`src/rtl/sd_stat_pkg.sv`:
```
package sd_stat_pkg;
  localparam int unsigned DW = 32;
  localparam logic [DW-1:0] STICKY_MASK = 32'hC300_782F;
  localparam logic [DW-1:0] LEVEL_MASK  = 32'h3C00_01C0;
  localparam logic [DW-1:0] EN_MASK     = 32'h0007_F01F;
  localparam int unsigned WR_DONE_BIT = 12;
  localparam int unsigned WCRC_ERR_BIT = 2;
  localparam int unsigned CODE_LSB = 9;
  localparam int unsigned CODE_W = 2;
  localparam logic [CODE_W-1:0] CODE_NO_TOKEN = 2'd2;
  localparam int unsigned ERR_W = 6;
  // enable position -> status position, interrupt sources
  localparam int unsigned IRQ_N = 8;
  localparam int unsigned IRQ_EN_POS [IRQ_N] = '{15, 14, 13, 4, 3, 2, 1, 0};
  localparam int unsigned IRQ_ST_POS [IRQ_N] = '{31, 30, 14, 7, 6, 13, 12, 11};
  localparam int unsigned DAT0_EN_POS = 12;
  // wake sources
  localparam int unsigned WAKE_N = 3;
  localparam int unsigned WAKE_EN_POS [WAKE_N] = '{18, 17, 16};
  localparam int unsigned WAKE_ST_POS [WAKE_N] = '{14, 31, 30};
  typedef enum logic [1:0] {
    REG_STAT = 2'd0,
    REG_IEN  = 2'd1,
    REG_REV  = 2'd2,
    REG_NONE = 2'd3
  } reg_sel_e;
endpackage

```
`src/rtl/sd_stat_flags.sv`:
```
module sd_stat_flags
  import sd_stat_pkg::*;
(
  input  logic              clk_i,
  input  logic              rst_ni,
  input  logic [DW-1:0]     ev_i,
  input  logic [DW-1:0]     clr_i,
  input  logic [CODE_W-1:0] code_i,
  output logic [DW-1:0]     flag_o,
  output logic [CODE_W-1:0] code_o
);
  logic [DW-1:0]     flag_q;
  logic [CODE_W-1:0] code_q;

  // set dominates clear
  always_ff @(posedge clk_i or negedge rst_ni) begin
    if (!rst_ni) flag_q <= '0;
    else         flag_q <= ((flag_q & ~clr_i) | ev_i) & STICKY_MASK;
  end

  always_ff @(posedge clk_i or negedge rst_ni) begin
    if (!rst_ni)                  code_q <= '0;
    else if (ev_i[WR_DONE_BIT])   code_q <= code_i;
    else if (clr_i[WR_DONE_BIT])  code_q <= '0;
  end

  assign flag_o = flag_q;
  assign code_o = code_q;


  ev_sets_flag_chk: assert property (@(posedge clk_i) disable iff (!rst_ni)
    1'b1 |=> ((($past(ev_i) & STICKY_MASK) & ~flag_q) == '0));

  w1c_clears_chk: assert property (@(posedge clk_i) disable iff (!rst_ni)
    1'b1 |=> ((flag_q & $past(clr_i) & ~$past(ev_i)) == '0));

  flag_hold_chk: assert property (@(posedge clk_i) disable iff (!rst_ni)
    1'b1 |=> (((flag_q ^ $past(flag_q)) & ~($past(ev_i) | $past(clr_i))) == '0));

  code_idle_chk: assert property (@(posedge clk_i) disable iff (!rst_ni)
    !flag_q[WR_DONE_BIT] |-> (code_q == '0));
endmodule

```
`src/rtl/sd_stat_irq.sv`:
```
module sd_stat_irq
  import sd_stat_pkg::*;
(
  input  logic          clk_i,
  input  logic          rst_ni,
  input  logic          we_i,
  input  logic [DW-1:0] wdata_i,
  input  logic [DW-1:0] status_i,
  input  logic          dat0_i,
  output logic [DW-1:0] en_o,
  output logic          irq_o,
  output logic          wake_o
);
  logic [DW-1:0]     en_q;
  logic [IRQ_N-1:0]  irq_term;
  logic [WAKE_N-1:0] wake_term;

  always_ff @(posedge clk_i or negedge rst_ni) begin
    if (!rst_ni)   en_q <= '0;
    else if (we_i) en_q <= wdata_i & EN_MASK;
  end

  for (genvar i = 0; i < IRQ_N; i++) begin : g_irq
    assign irq_term[i] = en_q[IRQ_EN_POS[i]] & status_i[IRQ_ST_POS[i]];
  end
  for (genvar i = 0; i < WAKE_N; i++) begin : g_wake
    assign wake_term[i] = en_q[WAKE_EN_POS[i]] & status_i[WAKE_ST_POS[i]];
  end

  assign irq_o  = (|irq_term) | (en_q[DAT0_EN_POS] & dat0_i);
  assign wake_o = |wake_term;
  assign en_o   = en_q;


  en_stable_chk: assert property (@(posedge clk_i) disable iff (!rst_ni)
    !we_i |=> $stable(en_q));

  irq_masked_chk: assert property (@(posedge clk_i) disable iff (!rst_ni)
    (en_q == '0) |-> !irq_o);

  wake_masked_chk: assert property (@(posedge clk_i) disable iff (!rst_ni)
    (en_q == '0) |-> !wake_o);
endmodule

```
`src/rtl/sd_stat_unit.sv`:
```
module sd_stat_unit
  import sd_stat_pkg::*;
#(
  parameter logic [DW-1:0] REV_ID = 32'h0000_0400
) (
  input  logic              clk_i,
  input  logic              rst_ni,
  input  logic [DW-1:0]     ev_i,
  input  logic [DW-1:0]     lvl_i,
  input  logic [CODE_W-1:0] wcrc_code_i,
  input  logic              dat0_i,
  input  logic              we_i,
  input  logic [1:0]        addr_i,
  input  logic [DW-1:0]     wdata_i,
  output logic [DW-1:0]     rdata_o,
  output logic              irq_o,
  output logic              wake_o,
  output logic              err_o,
  output logic              wr_tmo_o
);
  logic [DW-1:0]     flag;
  logic [DW-1:0]     clr;
  logic [DW-1:0]     status;
  logic [DW-1:0]     en;
  logic [CODE_W-1:0] code;
  logic              we_en;
  reg_sel_e          sel;

  assign sel   = reg_sel_e'(addr_i);
  assign clr   = (we_i && sel == REG_STAT) ? wdata_i : '0;
  assign we_en = we_i && sel == REG_IEN;

  sd_stat_flags u_flags (
    .clk_i  (clk_i),
    .rst_ni (rst_ni),
    .ev_i   (ev_i),
    .clr_i  (clr),
    .code_i (wcrc_code_i),
    .flag_o (flag),
    .code_o (code)
  );

  assign status = flag | (lvl_i & LEVEL_MASK)
                | (DW'(code) << CODE_LSB);

  sd_stat_irq u_irq (
    .clk_i    (clk_i),
    .rst_ni   (rst_ni),
    .we_i     (we_en),
    .wdata_i  (wdata_i),
    .status_i (status),
    .dat0_i   (dat0_i),
    .en_o     (en),
    .irq_o    (irq_o),
    .wake_o   (wake_o)
  );

  assign err_o    = |status[ERR_W-1:0];
  assign wr_tmo_o = status[WCRC_ERR_BIT] && (code == CODE_NO_TOKEN);

  always_comb begin
    unique case (sel)
      REG_STAT: rdata_o = status;
      REG_IEN:  rdata_o = en;
      REG_REV:  rdata_o = REV_ID;
      default:  rdata_o = '0;
    endcase
  end


  tmo_needs_err_chk: assert property (@(posedge clk_i) disable iff (!rst_ni)
    wr_tmo_o |-> err_o);

  level_pass_chk: assert property (@(posedge clk_i) disable iff (!rst_ni)
    ((status ^ lvl_i) & LEVEL_MASK) == '0);
endmodule

```
`config.mk`:
```
export PLATFORM = sky130hd
export DESIGN_NAME = sd_stat_unit
export DESIGN_NICKNAME = d
export VERILOG_FILES = /design/src/rtl/sd_stat_pkg.sv /design/src/rtl/sd_stat_flags.sv /design/src/rtl/sd_stat_irq.sv /design/src/rtl/sd_stat_unit.sv
export SDC_FILE = /design/constraint.sdc
export NUM_CORES = 1
export LEC_CHECK = 0
export BUFFER_PORTS_ARGS = -buffer_cell sky130_fd_sc_hd__buf_2
export CORE_MARGIN = 3
export CORE_UTILIZATION = 35
export CTS_BUF_LIST = sky130_fd_sc_hd__clkbuf_4 sky130_fd_sc_hd__clkbuf_8 sky130_fd_sc_hd__clkbuf_16
export DETAILED_ROUTE_END_ITERATION = 10
export GPL_TIMING_DRIVEN = 0
export PLACE_DENSITY = 0.87
export SYNTH_ARGS = -nofsm -noshare
export SYNTH_HDL_FRONTEND = slang
export SYNTH_SLANG_ARGS = --single-unit
```
`constraint.sdc`:
```
create_clock -name clk_i -period 2.3 [get_ports clk_i]
set_input_delay 0.115 -clock clk_i [delete_from_list [all_inputs] [get_ports clk_i]]
set_output_delay 0.115 -clock clk_i [all_outputs]
set_load 0.005 [all_outputs]
```
# ---- Word level (Yosys, flattened, before mapping)
# Index checks and enable logic that the tools add are counted.
dict set report totals {
  out_inout_bits 36
  latch_bits 0
  wordCells 36
  mem_bits_ro 0
  mem_count 0
  regBits 27
  ramBits 0
}
dict set report classes {
  n_bitwise 18
  magnitude_cmp 0
  shifts 0
  multipliers 0
  eq_ne 3
  add_sub_neg 0
  reduce_logical 8
  div_mod_pow 0
  n_mux 4
}
# operator count
set op_table {}
lappend op_table {{$pmux W32 S3} 1}
lappend op_table {{$and A32 B32 Y32} 1}
lappend op_table {{$mux W32} 1}
lappend op_table {{$not A32 Y32} 1}
lappend op_table {{$or A32 B11 Y32} 1}
lappend op_table {{$or A32 B30 Y32} 1}
lappend op_table {{$or A32 B32 Y32} 1}
lappend op_table {{$and A1 B1 Y1} 12}
lappend op_table {{$reduce_or A8 Y1} 1}
lappend op_table {{$reduce_or A6 Y1} 1}
lappend op_table {{$eq A2 B2 Y1 const B} 2}
lappend op_table {{$mux W2} 2}
lappend op_table {{$logic_and A1 B1 Y1} 3}
lappend op_table {{$reduce_or A3 Y1} 1}
lappend op_table {{$eq A2 B1 Y1 const B} 1}
lappend op_table {{$logic_not A2 Y1} 1}
lappend op_table {{$reduce_bool A2 Y1} 1}
lappend op_table {{$or A1 B1 Y1} 1}

# ---- Longest topological paths before layout
# Gate-level depths: netlist of the first run.
dict set report logic_depth {
  ltp_word 6
  ltp_mapped 5
}

# ---- Cells and area by module
# A second synthesis of the first run with hierarchy kept.
dict set report hier_totals {
  cells_unflattened 250
  area_unflattened_um2 2244.7
}
# mod cells_each seq_area_each_um2 area_per_inst_um2 instances
set by_module_without_submodules {}
lappend by_module_without_submodules {sd_stat_unit 133 0.0 855.8 1}
lappend by_module_without_submodules {sd_stat_irq 53 300.3 698.2 1}
lappend by_module_without_submodules {sd_stat_flags 64 375.4 690.7 1}

# ---- Least setup slack after synthesis of the first run
# OpenSTA, ideal clock, no wires.
dict set report synth_path {
  kind {register -> output}
  startpoint {reg u_irq.en_q[15] (netlist: u_irq.en_o[15])}
  endpoint {out irq_o}
  setup_slack_ps 1295
  t_arrival_ps 890
  n_path_buf 0
  path_stages_with_launch 4
  required_time_ps 2185
  path_cell_list {dfrtp_1 a22o_1 a221oi_1 nand3_1}
}
dict set report synth_between {
  elab_chain_cells 3
}
# item line
set synth_lines {}
lappend synth_lines {{start: declaration} sd_stat_irq.sv:14} ;# logic [DW-1:0] en_q;
lappend synth_lines {{start signal: assignment} sd_stat_irq.sv:20} ;# else if (we_i) en_q <= wdata_i & EN_MASK;
lappend synth_lines {{$and A1 B1 Y1} sd_stat_irq.sv:24} ;# assign irq_term[i] = en_q[IRQ_EN_POS[i]] & status_i[IRQ_ST_POS[i]];
lappend synth_lines {{$reduce_or A8 Y1} sd_stat_irq.sv:30} ;# assign irq_o = (|irq_term) | (en_q[DAT0_EN_POS] & dat0_i);
lappend synth_lines {{$or A1 B1 Y1} sd_stat_irq.sv:30}
lappend synth_lines {{end: declaration} sd_stat_unit.sv:16} ;# output logic irq_o,
# No other way between the ends.

# ---- Final worst setup path of the first run
# Ends and elaborated chain as after synthesis.

==> flow_summary.toml, run 1 <==
[status]
status = "complete, no violations"

[global_routing]
overflow = 0
grt_pass1_vias = 1273
grt_max_degree = 28
antenna_found_initial = 0
grt_pass1_wl_um = 6030
grt_usage = 0.153

[timing]
fin_hold_ws_ns = 0.0210
hold_viol = 0
finalCriticalPeriod_ns = 1.52
fmax_ghz = 0.656
grt_setup_unrepaired = "false"
maxSlewHeadroom = 0.591
skew_ns = 0
finalMaxSlewViolations = 0
setup_viol = 0
finalWorstSetupSlack_ns = 0.776
post-route-period-util = 0.663
final.setup.tns_ns = 0
worst_slew_pin_slew_ns = 0.614

[final_layout]
layout_commonest_cell = "buf_2"
area_growth_pct = 35.5
drive_above_1_share = 0.472
n_antenna_cell = 0
num-nets-final = 323
layout_common_cells = "76 x buf_2, 27 x dfrtp_1, 19 x and2_1, 19 x nand2_1, 13 x a21o_1"

[route]
drt_wl_total_um = 3710
viasPerCell = 4.60
vias = 1224
dr.pass1.iters = 4
drt_drc_violations_left = 0
ant_nets = 0
wire_per_inst_um = 13.9
drt_iter0_markers = 56

[power]
comb_power_share = 0.234
power_density_nw_per_um2 = 560
intPower_w = 0.000818
leakage_nw = 1.01
clock_power_share = 0.247
switching_power_w = 0.000282
ir_drop_uv = 304
seq_power_share = 0.519
swShare = 0.256

[yosys]
seq_area_frac_synth = 0.466
synthCells = 133
yosys-top-cells-area = "dfrtp_1 47%, mux2_4 10%, and2_1 8.2%"
yosysWarnings = 0
syn_avg_cell_area_um2 = 10.9
synth_edf_count = 0
async_reset_ff_frac = 1.00
yosysUniqueCellTypes = 23
synth_top_area_cell = "dfrtp_1"
synth_ff_type = "dfrtp_1"
syn_area_um2 = 1450
synth_top_area_share = 0.466
ys_ff_latch = 27

[worst_setup_path]
end_kind = "output port"
crit_required_ns = 2.18
path_buf_inv = 1
ff2ff_setup_slack_ns = 1.50
cp_slowest_cell = "dfrtp_1"
cp_slowest_stage_delay_ns = 0.42
crit_fanout = 3
critical_path_class = "reg -> out"
cp_top_family = "compound AO/OA/AOI/OAI gates"
crit_chain = "a22o_1 > a221oi_1 > nand3_1 > buf_2"
start_kind = "flip-flop"
crit_arrival_ns = 1.41

[clock_network]
cts_num_sinks = 27
cts_tree = "done"
cts_max_path_buffers = 2
clock_latency_ns = 0.26
clk_pin_slew_ns = 0.09
cts_max_level = 1
ctsResizeCount = 0
post_cts_buffers = 0
cts_root_buffer = "clkbuf_8"
numCtsBuffers = 3

[min_path]
hp-class = "in -> reg"

[placed_design]
pre_cts_ws_ns = 0.823
numPortBuffers = 76
dp_hpwl_um = 2920
gp_congestion = 0.764

[die]
die_x_um = 70.4
initial_utilization = 0.379
die_h_um = 70.4
core-area_um2 = 3830
rows = 22
dieArea_um2 = 4950
ioPinCount = 140

[job]
cap_violations = 0
==> timing repair <==
item / in CTS / in global routing
hold buffers: 1 / 0
setup endpoints to repair: 0 / 0
hold endpoints to repair: 27 / 0
==> power by group through the flow <==
stage	Combinational, W	Clock (W)	Sequential, W
6_report	0.000257	0.000271	0.000571
5_1_grt	0.000287	0.000306	0.000579
4_1_cts	0.000261	0.000284	0.000571
3_5_place_dp	0.000259	0	0.000581
3_3_place_gp	0.000252	0	0.000578
2_1_floorplan	0.000154	0	0.000563
==> routing by layer <==
metal | track usage | vias to the layer above | part of all wire
li1 | - | 610 | -
met1 | 0.195 | 563 | 0.42
met2 | 0.262 | 49 | 0.50
met3 | 0.0331 | 2 | 0.076
met4 | 0.0362 | 0 | 0.0030
met5 | 0 | - | 0
==> cell usage after synthesis, types with 2 or more instances <==
cell type and number:
dfrtp_1 27, and2_1 19, nand2_1 19, a21o_1 13, nor2_1 12, mux2_4 10
mux2i_1 7, buf_4 6, buf_6 3, a222oi_1 2, mux2_2 2, o21ai_0 2
==> logic make-up (layout without fill, tap and decap cells) <==
family / Yosys count / after routing / share of synthesized area
and+or+nand+nor: 55 / 55 / 0.199
DFF: 27 / 27 / 0.466
AOI/OAI and AO/OA: 20 / 20 / 0.105
muxes: 19 / 19 / 0.167
buffers and inverters: 11 / 92 / 0.0595
other: 1 / 5 / 0.00259
==> through the flow <==
stage | util | cells | instance area (um^2) | power (W)
floorplan | - | 137 | 1470 | 0.000716
global placement | 0.498 | 261 | 1910 | 0.000830
detailed placement | 0.498 | 261 | 1910 | 0.000840
CTS | 0.513 | 266 | 1960 | 0.00112
global route | 0.513 | 266 | 1960 | 0.00117
finish | 0.513 | 266 | 1960 | 0.00110
==> layout make-up <==
cell class	instances	area (um^2)
fill	352	1860
multi-input combinational	99	703
sequential	27	676
timing repair buffer	77	390
buffer	10	82.6
tap	48	60.1
clock buffer	4	48.8
inverter	1	3.75
==> final timing paths <==
check                                             start                             to  cells after the start
max                          u_irq.en_o[15]$_DFFE_PN0P_                          irq_o                      4
min                                            ev_i[31]   u_flags.flag_o[31]$_DFF_PN0_                      2
max reg2reg                   u_irq.en_o[0]$_DFFE_PN0P_      u_irq.en_o[0]$_DFFE_PN0P_                      1
min reg2reg                u_flags.flag_o[24]$_DFF_PN0_   u_flags.flag_o[24]$_DFF_PN0_                      1
max in group asynchronous                        rst_ni   u_flags.flag_o[11]$_DFF_PN0_                      2
min in group asynchronous                        rst_ni  u_flags.code_o[0]$_DFFE_PN0P_                      2
==> sequential cells by signal, indices dropped and copies added (netlist names) <==
name,flops
u_flags.flag_o,13
u_flags.code_o,2
u_irq.en_o,12
No activity file was read; power rests on OpenSTA's default activity.
==> run 2: changes to the inputs <==
Settings changed: ABC_AREA set to 1, PLACE_DENSITY 0.87 to 0.85.
Clock period 2.3 ns to 1.5 ns, I/O delays scaled along.
==> run 2 against run 1 <==
Against the previous run: global-route usage grew 1.4 points; final area grew 13%; total power grew 54%; final cell count grew 40%; sequential cell count is the same; critical endpoint unchanged; largest cell class is now registers.
==> flow_summary.toml, run 2 <==
[status]
status = "complete, no violations"

[worst_setup_path]
crit_fanout = 3
crit_arrival_ns = 1.14
ff2ff_path_depth = 2
path_buf_inv = 1
critical_path_class = "reg -> out"
cp-startpoint = "u_flags.flag_o[11]$_DFF_PN0_"
crit_required_ns = 1.42
crit_top_cell = "nand2_1"
ff2ff_setup_slack_ns = 0.83
start_kind = "flip-flop"
crit_chain = "nand2_1 > nand2_1 > nor2_1 > nand3_1 > buf_2"
end_kind = "output port"
cp_top_family = "flip-flops"
cp_slowest_cell = "dfrtp_1"
reg2reg_to = "u_flags.flag_o[30]$_DFF_PN0_"
cp_slowest_stage_delay_ns = 0.42
worstReg2RegStart = "u_flags.flag_o[30]$_DFF_PN0_"

[clock_network]
cts_num_sinks = 27
ctsHoldBuffers = 15
cts_tree = "done"
post_cts_buffers = 0
numCtsBuffers = 3
clk_pin_slew_ns = 0.10
clock_latency_ns = 0.27
cts_max_level = 1
cts_root_buffer = "clkbuf_8"
ctsResizeCount = 0
cts_max_path_buffers = 2

[yosys]
yosysWarnings = 0
synth_ff_type = "dfrtp_1"
async_reset_ff_frac = 1.00
synth.cells.most_frequent = "87 x nand2_1, 35 x inv_1, 27 x dfrtp_1"
synth_adder_area_share = 0
synthMuxAreaShare = 0
synth_top_family_by_area = "simple AND/OR/NAND/NOR gates"
syn_area_um2 = 1570
yosys-top-cells-area = "dfrtp_1 43%, nand2_1 21%, inv_1 8.4%"
synthXorXnorAreaFrac = 0
synthCells = 224
synth_compound_area_frac = 0.0143
synth_top_area_cell = "dfrtp_1"
yosysUniqueCellTypes = 19
synth_top_area_share = 0.430
yosysMostFrequentCell = "nand2_1"
synth_edf_count = 0
seq_area_frac_synth = 0.430
yosys.area_share.simple = 0.387
syn_avg_cell_area_um2 = 7.02
ys_ff_latch = 27

[placed_design]
dp_cells = 353
pre_cts_ws_ns = 0.440
numPortBuffers = 75
gp_congestion = 0.836
dp_hpwl_um = 3190

[timing]
setup_viol = 0
finalWorstSetupSlack_ns = 0.286
hold_viol = 0
grt_setup_unrepaired = "false"
post-route-period-util = 0.809
final.setup.tns_ns = 0
worst_slew_pin_slew_ns = 0.630
finalCriticalPeriod_ns = 1.21
maxSlewHeadroom = 0.580
finalMaxSlewViolations = 0
skew_ns = 0
fmax_ghz = 0.824

[min_path]
min_to = "u_flags.code_o[1]$_DFFE_PN0P_"
whs_path_depth = 3
holdCritStartpoint = "ev_i[12]"
hp-class = "in -> reg"

[route]
drt_iter0_markers = 83
drt_wl_total_um = 4250
drt_drc_violations_left = 0
ant_nets = 0
vias = 1629
dr.pass1.iters = 4
wire_per_inst_um = 11.4
viasPerCell = 4.38

[global_routing]
grt_pass1_wl_um = 6920
grt_max_degree = 28
grt_usage = 0.167
overflow = 0
grt_pass1_vias = 1596
antenna_found_initial = 0

[die]
ioPinCount = 140
dieArea_um2 = 5330
initial_utilization = 0.377
core-area_um2 = 4170
die_h_um = 73.0
die_x_um = 73.0
rows = 23

[job]
cap_violations = 0

[final_layout]
largest_reg_flops = 13
stdcell_count = 372
post-route-util = 0.532
num-nets-final = 427
layout_common_cells = "87 x nand2_1, 77 x buf_2, 35 x inv_1"
drive_above_1_share = 0.317
n_antenna_cell = 0
layout_commonest_cell = "nand2_1"
area_growth_pct = 41.3

[power]
leakage_nw = 1.40
ir_drop_uv = 416
power_density_nw_per_um2 = 764
## run 2: cells by family (layout without fill, tap and decap cells)
kind of cell | Yosys count | after routing
and+or+nand+nor | 141 | 141
DFF | 27 | 27
AOI/OAI and AO/OA | 4 | 4
buffers and inverters | 51 | 145
other | 1 | 5
## run 2: power by group
group / internal (W) / total, W / leakage (nW) / switching, W
clock network: 0.000187 / 0.000422 / 0.0255 / 0.000235
logic: 0.000206 / 0.000425 / 1.08 / 0.000219
registers: 0.000796 / 0.000849 / 0.293 / 0.0000530
total: 0.00119 / 0.00170 / 1.40 / 0.000508
## run 2: cell type report
| class | count | area (um^2) |
|---|---|---|
| Fill cell | 412 | 1950 |
| Sequential cell | 27 | 676 |
| Multi-Input combinational cell | 150 | 649 |
| Timing Repair Buffer | 90 | 526 |
| Inverter | 38 | 143 |
| Buffer | 13 | 119 |
| Tap cell | 50 | 62.6 |
| Clock buffer | 3 | 41.3 |
| Clock inverter | 1 | 5.00 |
## run 2: worst max path at each step
stage,end,slack (ns),cells after the start
finish,irq_o,0.29,5
global route,irq_o,0.15,5
CTS,irq_o,0.28,5
detailed placement,rdata_o[29],0.44,6
global placement,rdata_o[9],0.44,6
floorplan,irq_o,0.78,4
## run 2: per-stage QoR
| step | instance area (um^2) | hold slack, ns | total power, W |
|---|---|---|---|
| finish | 2220 | 0.0188 | 0.00170 |
| detailed placement | 2020 | 0.134 | 0.00126 |
| CTS | 2220 | 0.0139 | 0.00171 |
| global route | 2220 | 0.0284 | 0.00182 |
| floorplan | 1590 | -0.221 | 0.00107 |
| global placement | 2020 | 0.118 | 0.00125 |
## run 2: routing by layer
metal,track usage,share of wire,up-vias
met5,0,0,-
met4,0.0574,0.022,0
met3,0.0289,0.065,9
met2,0.292,0.48,61
met1,0.206,0.44,709
li1,-,-,850
## run 2: worst register-to-register path: stages, from the launching register on
cell and delay, ns:
dfrtp_1 0.43, nand2_1 0.09, nand2_1 0.05
==> run 3: changes to the inputs <==
Settings changed: CORE_UTILIZATION 35 to 34, PLACE_DENSITY 0.85 to 0.86.
Clock period 1.5 ns to 1.1 ns, I/O delays scaled along.
==> run 3 against run 2 <==
Against the previous run: the flow now finishes with violations (setup timing); combinational power up 67%; sequential share of layout area down 2.6 points; critical endpoint unchanged; sequential cell count unchanged; largest power group unchanged; worst setup slack worse by 0.36 ns; clock power up 39%; via count up 5.6%; final cell count up 5.6%; global-route usage up 1.1 points.
==> flow_summary.toml, run 3 (synthesized netlist as in run 2, its figures left out) <==
[status]
status = "finished with violations"
violations = "setup timing"

[timing]
finalCriticalPeriod_ns = 1.18
finalWorstSetupSlack_ns = -0.0770
grt_setup_unrepaired = "true"
setup_viol = 6
maxSlewHeadroom = 0.584
skew_ns = 0
fmax_ghz = 0.850
worst_slew_pin_slew_ns = 0.624
finalMaxSlewViolations = 0
final.setup.tns_ns = -0.201
post-route-period-util = 1.07
hold_viol = 0

[route]
drt_iter0_markers = 78
vias = 1721
dr.pass1.iters = 4
drt_drc_violations_left = 0
viasPerCell = 4.38
wire_per_inst_um = 12.1
drt_wl_total_um = 4770
ant_nets = 0

[worst_setup_path]
worstReg2RegStart = "u_flags.flag_o[14]$_DFF_PN0_"
cp_slowest_stage_delay_ns = 0.41
cp_slowest_cell = "dfrtp_1"
crit_fanout = 3
path_buf_inv = 1
crit_arrival_ns = 1.12
critical_path_class = "reg -> out"
start_kind = "flip-flop"
crit_chain = "nand2_1 > nand2_1 > nor2_1 > nand3_1 > buf_2"
crit_top_cell = "nand2_1"
crit_required_ns = 1.04
ff2ff_setup_slack_ns = 0.33
end_kind = "output port"
reg2reg_to = "u_flags.flag_o[14]$_DFF_PN0_"
cp_top_family = "flip-flops"
ff2ff_path_depth = 3

[placed_design]
dp_hpwl_um = 3260
gp_congestion = 0.824
numPortBuffers = 75
pre_cts_ws_ns = 0.0528

[clock_network]
numCtsBuffers = 3
cts_num_sinks = 27
clk_pin_slew_ns = 0.10
cts_root_buffer = "clkbuf_8"
cts_max_path_buffers = 2
clock_latency_ns = 0.28
cts_tree = "done"
cts_max_level = 1

[final_layout]
drive_above_1_share = 0.384
layout_common_cells = "82 x nand2_1, 77 x buf_2, 32 x inv_1"
area_growth_pct = 54.3
post-route-util = 0.549
layout_commonest_cell = "nand2_1"
n_antenna_cell = 0
largest_reg_flops = 13
num-nets-final = 446

[global_routing]
overflow = 0
grt_max_degree = 28
grt_usage = 0.178
grt_pass1_vias = 1725
grt_pass1_wl_um = 7380
antenna_found_initial = 0

[job]
cap_violations = 0

[min_path]
whs_path_depth = 3
hp-class = "in -> reg"
holdCritStartpoint = "wdata_i[17]"
min_to = "u_irq.en_o[17]$_DFFE_PN0P_"

[die]
core-area_um2 = 4410
dieArea_um2 = 5470
rows = 24
die_x_um = 74.0
die_h_um = 74.0
initial_utilization = 0.356
ioPinCount = 140

[power]
clock_power_share = 0.239
leakage_nw = 1.49
power_density_nw_per_um2 = 1010
comb_power_share = 0.291
intPower_w = 0.00170
ir_drop_uv = 458
seq_power_share = 0.470
swShare = 0.303
switching_power_w = 0.000739
-- run 3: power by group through the flow --
stage | clock, W | sequential (W) | combinational (W)
global route | 0.000648 | 0.00116 | 0.000807
global placement | 0 | 0.00117 | 0.000530
finish | 0.000585 | 0.00115 | 0.000711
floorplan | 0 | 0.00116 | 0.000306
detailed placement | 0 | 0.00118 | 0.000543
CTS | 0.000613 | 0.00114 | 0.000686
-- run 3: through the flow --
step	std cells	hold WS [ns]	total power [W]	area, um^2
2_1_floorplan	228	-0.241	0.00146	1590
3_3_place_gp	355	0.100	0.00170	2030
3_5_place_dp	355	0.110	0.00172	2030
4_1_cts	392	0.00317	0.00244	2370
5_1_grt	393	0.0108	0.00262	2420
6_report	393	0.00924	0.00244	2420
-- run 3: layer usage --
| layer | up-vias | wire [um] | GRT usage |
|---|---|---|---|
| li1 | 891 | - | - |
| met1 | 756 | 1890 | 0.200 |
| met2 | 69 | 2430 | 0.329 |
| met3 | 5 | 392 | 0.0365 |
| met4 | 0 | 54 | 0.0684 |
| met5 | - | 0 | 0 |
-- run 3: worst register-to-register path: stages (launching register included) --
cell     delay [ns]
dfrtp_1        0.41
buf_4          0.15
nand2_1        0.06
nand2_1        0.05
-- run 3: area by class of cell --
cell class	count	area, um^2
Sequential cell	27	676
Buffer	13	119
Clock buffer	3	41.3
Multi-Input combinational cell	151	689
Fill cell	428	1990
Inverter	38	145
Tap cell	52	65.1
Clock inverter	1	5.00
Timing Repair Buffer	108	684
-- run 3: timing repair --
action,4_1_cts,5_1_grt
buffers inserted,16,0
cloned,0,1
pin swaps,4,7
hold buffers,17,0
gates resized for setup,3,18
endpoints found under the hold margin,42,0
setup endpoints to repair,2,18
-- run 3: worst max path at each step --
| stage | startpoint | endpoint | depth (start not counted) |
|---|---|---|---|
| 2_1_floorplan | u_flags.flag_o[30]$_DFF_PN0_ | irq_o | 4 |
| 3_3_place_gp | addr_i[1] | rdata_o[5] | 6 |
| 3_5_place_dp | addr_i[1] | rdata_o[29] | 6 |
| 4_1_cts | u_flags.flag_o[14]$_DFF_PN0_ | irq_o | 5 |
| 5_1_grt | u_flags.flag_o[14]$_DFF_PN0_ | irq_o | 5 |
| 6_report | u_flags.flag_o[14]$_DFF_PN0_ | irq_o | 5 |
